### src/rtl/dbg_stat_pkg.sv
package dbg_stat_pkg;

    localparam int REG_W    = 32;
    localparam int CAUSE_W  = 4;
    localparam int MODE_W   = 2;
    localparam int NUM_EXC  = 3;

    // read-word bit positions
    localparam int P_ADV      = 25;
    localparam int P_MODE_LO  = 20;
    localparam int P_DISCARD  = 19;
    localparam int P_NS       = 18;
    localparam int P_NINV_DIS = 17;
    localparam int P_INV_DIS  = 16;
    localparam int P_MON_EN   = 15;
    localparam int P_HALT_EN  = 14;
    localparam int P_EXEC_EN  = 13;
    localparam int P_USR_DIS  = 12;
    localparam int P_IRQ_DIS  = 11;
    localparam int P_ACK_FRC  = 10;
    localparam int P_UNDEF    = 8;
    localparam int P_ASYNC    = 7;
    localparam int P_SYNC     = 6;
    localparam int P_CAUSE_LO = 2;
    localparam int P_RESTART  = 1;
    localparam int P_HALTED   = 0;

    // run-control clear positions
    localparam int RC_EXC_BIT = 2;
    localparam int RC_ADV_BIT = 3;

    // exception flag indices
    localparam int EX_UNDEF = 0;
    localparam int EX_ASYNC = 1;
    localparam int EX_SYNC  = 2;

    typedef enum logic [CAUSE_W-1:0] {
        CAUSE_RUNCTL   = 4'b0000,
        CAUSE_BKPT     = 4'b0001,
        CAUSE_EXT_HALT = 4'b0100,
        CAUSE_VCATCH   = 4'b0101,
        CAUSE_WATCH    = 4'b1010
    } cause_e;

    typedef struct packed {
        logic [MODE_W-1:0] mode;
        logic              mon_en;
        logic              halt_en;
        logic              exec_en;
        logic              usr_dis;
        logic              irq_dis;
        logic              ack_force;
    } ctrl_t;

    typedef struct packed {
        logic dbg_en;
        logic ninv_en;
        logic sec_inv_en;
        logic sec_ninv_en;
    } auth_t;

    function automatic ctrl_t ctrl_from_word(input logic [REG_W-1:0] w);
        ctrl_t c;
        c.mode      = w[P_MODE_LO +: MODE_W];
        c.mon_en    = w[P_MON_EN];
        c.halt_en   = w[P_HALT_EN];
        c.exec_en   = w[P_EXEC_EN];
        c.usr_dis   = w[P_USR_DIS];
        c.irq_dis   = w[P_IRQ_DIS];
        c.ack_force = w[P_ACK_FRC];
        return c;
    endfunction

    function automatic logic inv_disabled(input auth_t a);
        return !(a.dbg_en && a.sec_inv_en);
    endfunction

    function automatic logic ninv_disabled(input auth_t a);
        return !((a.ninv_en || a.dbg_en) && (a.sec_ninv_en || a.sec_inv_en));
    endfunction

    function automatic int exc_pos(input int idx);
        case (idx)
            EX_UNDEF: return P_UNDEF;
            EX_ASYNC: return P_ASYNC;
            default:  return P_SYNC;
        endcase
    endfunction

endpackage

### src/rtl/dbg_core_state.sv
module dbg_core_state
    import dbg_stat_pkg::*;
#(
    parameter int CW = CAUSE_W
) (
    input  logic          clk,
    input  logic          rst,
    input  logic          halt_req_i,
    input  logic          restart_i,
    input  logic [CW-1:0] cause_i,
    input  logic          wr_en_i,
    input  logic [CW-1:0] wr_cause_i,
    output logic          halted_o,
    output logic          restarted_o,
    output logic [CW-1:0] cause_o
);

    logic          halted_q, restarted_q;
    logic [CW-1:0] cause_q;
    logic          enter, leave;

    assign enter = halt_req_i && !halted_q;
    assign leave = restart_i && halted_q;

    always_ff @(posedge clk) begin
        if (rst) begin
            halted_q    <= 1'b0;
            restarted_q <= 1'b1;
            cause_q     <= CW'(CAUSE_RUNCTL);
        end else begin
            if (enter) begin
                halted_q    <= 1'b1;
                restarted_q <= 1'b0;
            end else if (leave) begin
                halted_q    <= 1'b0;
                restarted_q <= 1'b1;
            end
            if (enter)
                cause_q <= cause_i;
            else if (wr_en_i)
                cause_q <= wr_cause_i;
        end
    end

    assign halted_o    = halted_q;
    assign restarted_o = restarted_q;
    assign cause_o     = cause_q;

    a_r9_state_exclusive: assert property (@(posedge clk) disable iff (rst)
        $countones({halted_q, restarted_q}) == 1);
    a_r9_halt_entry: assert property (@(posedge clk) disable iff (rst)
        (halt_req_i && !halted_q) |=> halted_q);
    a_r9_restart_exit: assert property (@(posedge clk) disable iff (rst)
        (restart_i && halted_q) |=> (restarted_q && !halted_q));
    a_r10_cause_capture: assert property (@(posedge clk) disable iff (rst)
        (halt_req_i && !halted_q) |=> cause_q == $past(cause_i));

endmodule

### src/rtl/dbg_sticky_bank.sv
module dbg_sticky_bank
    import dbg_stat_pkg::*;
#(
    parameter int NE     = NUM_EXC,
    parameter int RCTL_W = 32
) (
    input  logic              clk,
    input  logic              rst,
    input  logic              halted_i,
    input  logic              retire_i,
    input  logic [NE-1:0]     exc_evt_i,
    input  logic              rctl_wr_i,
    input  logic [RCTL_W-1:0] rctl_data_i,
    output logic [NE-1:0]     exc_o,
    output logic              adv_o
);

    logic clr_exc, clr_adv;
    logic adv_q;

    assign clr_exc = rctl_wr_i && rctl_data_i[RC_EXC_BIT];
    assign clr_adv = rctl_wr_i && rctl_data_i[RC_ADV_BIT];

    // progress flag: a retire in the clearing cycle is kept
    always_ff @(posedge clk) begin
        if (rst)
            adv_q <= 1'b0;
        else if (retire_i)
            adv_q <= 1'b1;
        else if (clr_adv)
            adv_q <= 1'b0;
    end
    assign adv_o = adv_q;

    a_r2_retire_sets: assert property (@(posedge clk) disable iff (rst)
        retire_i |=> adv_q);
    a_r2_clear_drops: assert property (@(posedge clk) disable iff (rst)
        (clr_adv && !retire_i) |=> !adv_q);

    for (genvar g = 0; g < NE; g++) begin : g_exc
        logic flag_q;
        logic hit;
        assign hit = exc_evt_i[g] && halted_i;

        always_ff @(posedge clk) begin
            if (rst)
                flag_q <= 1'b0;
            else if (hit)
                flag_q <= 1'b1;
            else if (clr_exc)
                flag_q <= 1'b0;
        end
        assign exc_o[g] = flag_q;

        a_r3_only_in_debug: assert property (@(posedge clk) disable iff (rst)
            $rose(flag_q) |-> $past(halted_i && exc_evt_i[g]));
        a_r4_clear_drops: assert property (@(posedge clk) disable iff (rst)
            (clr_exc && !exc_evt_i[g]) |=> !flag_q);
    end

endmodule

### src/rtl/dbg_ctrl_fields.sv
module dbg_ctrl_fields
    import dbg_stat_pkg::*;
#(
    parameter int W = REG_W
) (
    input  logic         clk,
    input  logic         rst,
    input  logic         wr_en_i,
    input  logic [W-1:0] wr_data_i,
    input  auth_t        auth_i,
    output ctrl_t        ctrl_o,
    output logic         halt_en_rd_o,
    output logic         mon_en_rd_o,
    output logic         inv_dis_o,
    output logic         ninv_dis_o
);

    ctrl_t ctrl_q;

    always_ff @(posedge clk) begin
        if (rst)
            ctrl_q <= '0;
        else if (wr_en_i)
            ctrl_q <= ctrl_from_word(wr_data_i);
    end

    assign ctrl_o       = ctrl_q;
    assign halt_en_rd_o = ctrl_q.halt_en && auth_i.dbg_en;
    assign mon_en_rd_o  = ctrl_q.mon_en  && auth_i.dbg_en;
    assign inv_dis_o    = inv_disabled(auth_i);
    assign ninv_dis_o   = ninv_disabled(auth_i);

    a_r6_gated_low: assert property (@(posedge clk) disable iff (rst)
        !auth_i.dbg_en |-> !(halt_en_rd_o || mon_en_rd_o));
    a_r6_stored_value: assert property (@(posedge clk) disable iff (rst)
        (wr_en_i && wr_data_i[P_HALT_EN]) |=> (halt_en_rd_o || !auth_i.dbg_en));

endmodule

### src/rtl/dbg_stat_ctl.sv
module dbg_stat_ctl
    import dbg_stat_pkg::*;
#(
    parameter int RCTL_W = 32
) (
    input  logic              clk,
    input  logic              rst,
    input  logic              reg_wr_en,
    input  logic [31:0]       reg_wr_data,
    input  logic              rctl_wr_en,
    input  logic [RCTL_W-1:0] rctl_wr_data,
    input  logic              retire,
    input  logic              undef_evt,
    input  logic              sync_abort,
    input  logic              async_abort,
    input  logic              halt_evt,
    input  logic [3:0]        halt_cause,
    input  logic              restart_evt,
    input  logic              dbg_en,
    input  logic              ninv_en,
    input  logic              sec_inv_en,
    input  logic              sec_ninv_en,
    input  logic              nonsecure,
    output logic [31:0]       reg_rd_data,
    output logic              irq_mask,
    output logic              dbg_ack,
    output logic              dbg_trig
);

    logic               halted, restarted;
    logic [CAUSE_W-1:0] cause;
    logic [NUM_EXC-1:0] exc_evt, exc_flags;
    logic               adv;
    ctrl_t              ctrl;
    auth_t              auth;
    logic               halt_en_rd, mon_en_rd, inv_dis, ninv_dis;

    assign auth = '{dbg_en: dbg_en, ninv_en: ninv_en,
                    sec_inv_en: sec_inv_en, sec_ninv_en: sec_ninv_en};

    always_comb begin
        exc_evt           = '0;
        exc_evt[EX_UNDEF] = undef_evt;
        exc_evt[EX_ASYNC] = async_abort;
        exc_evt[EX_SYNC]  = sync_abort;
    end

    dbg_core_state #(.CW(CAUSE_W)) u_state (
        .clk        (clk),
        .rst        (rst),
        .halt_req_i (halt_evt),
        .restart_i  (restart_evt),
        .cause_i    (halt_cause),
        .wr_en_i    (reg_wr_en),
        .wr_cause_i (reg_wr_data[P_CAUSE_LO +: CAUSE_W]),
        .halted_o   (halted),
        .restarted_o(restarted),
        .cause_o    (cause)
    );

    dbg_sticky_bank #(.NE(NUM_EXC), .RCTL_W(RCTL_W)) u_sticky (
        .clk        (clk),
        .rst        (rst),
        .halted_i   (halted),
        .retire_i   (retire),
        .exc_evt_i  (exc_evt),
        .rctl_wr_i  (rctl_wr_en),
        .rctl_data_i(rctl_wr_data),
        .exc_o      (exc_flags),
        .adv_o      (adv)
    );

    dbg_ctrl_fields #(.W(REG_W)) u_ctrl (
        .clk         (clk),
        .rst         (rst),
        .wr_en_i     (reg_wr_en),
        .wr_data_i   (reg_wr_data),
        .auth_i      (auth),
        .ctrl_o      (ctrl),
        .halt_en_rd_o(halt_en_rd),
        .mon_en_rd_o (mon_en_rd),
        .inv_dis_o   (inv_dis),
        .ninv_dis_o  (ninv_dis)
    );

    always_comb begin
        reg_rd_data                        = '0;
        reg_rd_data[P_ADV]                 = adv;
        reg_rd_data[P_MODE_LO +: MODE_W]   = ctrl.mode;
        reg_rd_data[P_DISCARD]             = halted;
        reg_rd_data[P_NS]                  = nonsecure;
        reg_rd_data[P_NINV_DIS]            = ninv_dis;
        reg_rd_data[P_INV_DIS]             = inv_dis;
        reg_rd_data[P_MON_EN]              = mon_en_rd;
        reg_rd_data[P_HALT_EN]             = halt_en_rd;
        reg_rd_data[P_EXEC_EN]             = ctrl.exec_en;
        reg_rd_data[P_USR_DIS]             = ctrl.usr_dis;
        reg_rd_data[P_IRQ_DIS]             = ctrl.irq_dis;
        reg_rd_data[P_ACK_FRC]             = ctrl.ack_force;
        for (int i = 0; i < NUM_EXC; i++)
            reg_rd_data[exc_pos(i)]        = exc_flags[i];
        reg_rd_data[P_CAUSE_LO +: CAUSE_W] = cause;
        reg_rd_data[P_RESTART]             = restarted;
        reg_rd_data[P_HALTED]              = halted;
    end

    assign irq_mask = ctrl.irq_dis;
    assign dbg_ack  = ctrl.ack_force || halted;
    assign dbg_trig = ctrl.ack_force || halted;

    a_r8_force_drives: assert property (@(posedge clk) disable iff (rst)
        (reg_wr_en && reg_wr_data[P_ACK_FRC]) |=> (dbg_ack && dbg_trig));
    a_r12_mask_follows_write: assert property (@(posedge clk) disable iff (rst)
        reg_wr_en |=> irq_mask == $past(reg_wr_data[P_IRQ_DIS]));
    a_r5_discard_tracks_halt: assert property (@(posedge clk) disable iff (rst)
        (halt_evt && !reg_rd_data[P_HALTED]) |=> reg_rd_data[P_DISCARD]);
    a_r11_reserved_zero: assert property (@(posedge clk) disable iff (rst)
        reg_rd_data[31:26] == 6'd0 && !reg_rd_data[24] &&
        reg_rd_data[23:22] == 2'd0 && !reg_rd_data[9]);

endmodule

### config.mk
export PLATFORM = sky130hd
export DESIGN_NAME = dbg_stat_ctl
export DESIGN_NICKNAME = d
export VERILOG_FILES = /design/src/rtl/dbg_stat_pkg.sv /design/src/rtl/dbg_core_state.sv /design/src/rtl/dbg_sticky_bank.sv /design/src/rtl/dbg_ctrl_fields.sv /design/src/rtl/dbg_stat_ctl.sv
export SDC_FILE = /design/constraint.sdc
export NUM_CORES = 1
export LEC_CHECK = 0
export CORE_UTILIZATION = 45
export DETAILED_ROUTE_END_ITERATION = 12
export DONT_BUFFER_PORTS = 1
export SLEW_MARGIN = 0
export SYNTH_ARGS = -nofsm -noshare
export SYNTH_HDL_FRONTEND = slang
export SYNTH_SLANG_ARGS = --single-unit
### constraint.sdc
create_clock -name clk -period 1.8 [get_ports clk]
set_input_delay 0.27 -clock clk [delete_from_list [all_inputs] [get_ports clk]]
set_output_delay 0.27 -clock clk [all_outputs]
set_load 0.01 [all_outputs]
* Word level (Yosys, flattened, before mapping) *
Index checks and enable logic that the tools add are counted.

storage, ports and cells
  flip-flop bits (word level) = 18
  bits of input ports = 83

cells by class
  mux-type cells = 12
  reduce and logical (&&, ||, !) cells = 23

operators by type and width
  operator             count
  $reduce_bool A2 Y1   6
  $logic_and A1 B1 Y1  11
  $mux W1              10
  $mux W4              2
  $logic_not A1 Y1     3
  $logic_or A1 B1 Y1   3

* Depth between registers and ports, before layout *
  word-level depth = 3
  gate-level depth with buffers = 3
  depth with buffers taken out = 2

* Hierarchy *
From an unflattened synthesis, not the netlist that was laid out.

second synthesis, totals
  cell total of the unflattened synthesis = 99
  area total of the unflattened synthesis = 913.4 sq um

modules (own cells, without submodules)
  module           instances  cells each  area each (sq um)
  dbg_ctrl_fields  1          30          307.8
  dbg_core_state   1          26          264.0
  dbg_sticky_bank  1          20          173.9
  dbg_stat_ctl     1          23          167.7

* Least setup slack after synthesis *
No wires, ideal clock.

  kind = register to output
  start point = register u_state.halted_q (netlist: u_state.halted_o)
  end point = output port dbg_trig
  arrival time = 0.959 ns
  path slack = 0.571 ns
  cell stages (with the launch flop) = 4
  path buffers = 2
  path through = dfxtp_1 > buf_2 > or2_2 > buf_4

on the way
  longest elaborated chain between the ends = 1

RTL lines
  element                 RTL line              RTL
  from (decl)             dbg_core_state.sv:18  logic halted_q, restarted_q;
  from (signal assigned)  dbg_core_state.sv:27  halted_q <= 1'b0;
  from (signal assigned)  dbg_core_state.sv:32  halted_q <= 1'b1;
  from (signal assigned)  dbg_core_state.sv:35  halted_q <= 1'b0;
  $logic_or A1 B1 Y1      --
  to (decl)               dbg_stat_ctl.sv:27    output logic dbg_trig

No other way between the ends.

* Worst setup path after layout *
Same ends and word-level chain as after synthesis.

==> run_results.csv <==
group,metric,value,unit
outcome,status,"finished, final reports clean",
critical_path,cpLargestDelayFamily,"flip-flops",
floorplan,ios,118,
drt,avgViaCountPerCell,4.95,
floorplan,start_util,48.0,%
sta,drv_slew,0,
sta,final-hold-violation-count,0,
critical_path,slowest_delay,0.37,ns
clock_network,cts.htree.levels,1,
drt,drtAntennaViolNets,0,
critical_path,cp_data_required_time,1.53,ns
power_and_ir_drop,power,0.774,mW
critical_path,crit_path_end_kind,"output pin",
yosys,ys_ff_latch,18,
grt,grt_pass1_wl,2040,microns
critical_path,critPathArrivalTime,1.03,ns
critical_path,rr_startpoint,"u_state.halted_o",
sta,period_needed,1.30,ns
cells_and_area,final_cells,109,
grt,grt_pass1_vias,473,
sta,fmax,771,MHz
cells_and_area,synthToLayoutAreaGrowth,-13.8,%
critical_path,regToRegSetupSlack,0.70,ns
hold_path,worst_hold_path.num_cells,1,
yosys,synth_cell_type_count,20,
hold_path,hold_end,"u_sticky.g_exc[1].flag_q",
cells_and_area,multi_input_area,383,sq um
yosys,synth-main-ff-cell,"dfxtp_1",
placement,gp_congestion,0.684,
hold_path,min_path_type,"input port to flop",
floorplan,die_x,48,microns
floorplan,die_h,48,microns
clock_network,clock_latency,0.28,ns
critical_path,reg2reg_to,"u_state.cause_o[1]",
drt,vias,540,
floorplan,die_area,2300,sq um
floorplan,coreArea,1980,sq um
cells_and_area,drive_gt1_share,12.2,%
clock_network,cts.path.max_buffers,2,
drt,wl_per_cell,12.6,microns
critical_path,crit_type,"flop to output pin",
grt,antenna_found_initial,0,
sta,rsz0062_at_grt,"no",
floorplan,rows,16,
yosys,avgSynthCellArea,9.43,sq um
clock_network,path_clk_slew,0.10,ns
power_and_ir_drop,p_per_area,943,nW/um^2
yosys,synthArstFlopShare,0,%
placement,place.port_buffers,0,
cells_and_area,seqCellArea,360,sq um
yosys,syn_inst,101,
power_and_ir_drop,leakagePower,0.356,nW
critical_path,cp_cell_sequence,"or2_2",
sta,fin_setup_tns,0,ns
yosys,syn-cell-area,952,sq um
grt,grt_usage,13.6,%
placement,hpwlAfterDp,1080,microns
critical_path,critPathMaxFanout,5,
critical_path,worstPathBufferInverterCount,0,
cells_and_area,fin_nets,166,
clock_network,root_buffer,"clkbuf_4",
sta,setup_viol,0,
drt,totalWireLength,1370,microns
sta,fin_crit_sh,72.0,%
critical_path,reg2reg_depth,3,
critical_path,crit_slowest_cell,"dfxtp_1",
clock_network,cts_tree,"built",
clock_network,clock-sinks,18,
grt,overflow,0,
clock_network,cts_resized,0,
clock_network,post_cts_buffers,0,
drt,drc_errors,0,
yosys,yosys_warnings,0,
yosys,yosysSeqAreaShare,37.8,%
critical_path,cp-start-kind,"flop",
placement,dpl.cell_count,105,
sta,clock_skew,0.000456,ns
cells_and_area,nFillCells,193,
cells_and_area,diodes,0,
drt,dr.pass1.iters,4,
yosys,synth-edff-count,0,
hold_path,min-delay-start,"rst",
power_and_ir_drop,ir_drop,0.437,mV
job,maxCapViolCount,0,
grt,grt_max_degree,19,
drt,drt_iter0_drc,3,
clock_network,postCtsHoldBufs,0,
clock_network,cts_buffers,3,
-- cells in the final DEF (no fill, tap or decap) --
cell type / n
nor3b_1: 4
a21bo_2: 3
nand2_1: 4
a211oi_1: 5
nor2_1: 9
mux2i_1: 12
and2_1: 2
nand2b_1: 1
a21o_1: 2
or2_2: 1
buf_4: 1
clkbuf_8: 1
a21oi_1: 3
o22ai_1: 1
dfxtp_1: 18
o21ba_2: 1
conb_1: 10
a21boi_0: 1
clkbuf_4: 3
-- report_power, final --
group          internal [mW]  switching (mW)  total (mW)  leakage, nW
clock                  0.123           0.116       0.239       0.0210
sequential             0.426          0.0293       0.455        0.149
combinational         0.0392          0.0408      0.0800        0.186
-- worst max-delay path by stage --
stage / from / endpoint / cells after the start
2_1_floorplan: u_state.halted_o / dbg_trig / 3
3_3_place_gp: u_state.halted_o / u_state.cause_o[2] / 3
3_5_place_dp: u_state.halted_o / u_state.cause_o[0] / 3
4_1_cts: u_state.halted_o / dbg_trig / 1
5_1_grt: u_state.halted_o / dbg_trig / 1
6_report: u_state.halted_o / dbg_trig / 1
-- flip-flops by register name, indices dropped and copies added (netlist names) --
| register | cells |
|---|---|
| u_state.halted_o | 1 |
| u_ctrl.ctrl_o | 8 |
| u_state.cause_o | 4 |
| u_sticky.g_exc.flag_q | 3 |
| u_sticky.adv_o | 1 |
| u_state.restarted_o | 1 |
-- per-layer routing --
metal  GRT usage [%]  up-vias  part of all wire, %
met3            7.92        2                   16
met1            15.1      236                   38
met5               0        -                    0
met2            20.0       42                   45
li1                -      260                    -
met4            8.33        0                 0.95
-- kinds of logic after synthesis --
group                  count (synthesis)  synth area share [%]
buffers and inverters                 33                  25.5
and+or+nand+nor                       21                  10.9
DFF                                   18                  37.8
AOI/OAI and AO/OA                     16                  12.7
muxes                                 12                  12.6
other                                  1                 0.394
-- per-stage QoR --
| step | hold WS (ns) | setup slack, ns | utilization [%] | cell area [sq um] |
|---|---|---|---|---|
| finish | 0.0423 | 0.504 | 41.4 | 821 |
| global placement | 0.340 | 0.726 | 39.6 | 785 |
| floorplan | 0.369 | 0.571 | - | 986 |
| CTS | 0.0199 | 0.474 | 41.4 | 821 |
| global route | 0.00584 | 0.432 | 41.4 | 821 |
| detailed placement | 0.343 | 0.701 | 39.6 | 785 |
-- synth_stat cells, types with 2 or more instances --
cell type,number,share of area (%)
a21o_1,2,1.6
mux2i_1,12,13
nor3b_1,4,3.2
a21bo_2,3,3.2
buf_2,2,1.1
a21oi_1,3,1.6
buf_4,29,23
a211oi_1,5,3.9
and2_1,2,1.3
nand2_1,4,1.6
dfxtp_1,18,38
nor2_1,9,3.5
-- cell type report --
class                   instances  area share [%]
flip-flops and latches         18            43.9
well taps                      27            4.12
clock buffers                   4            4.42
repair buffers                  1           0.915
multi-input cells              59            46.6
Power figures use the tool's default switching activity.
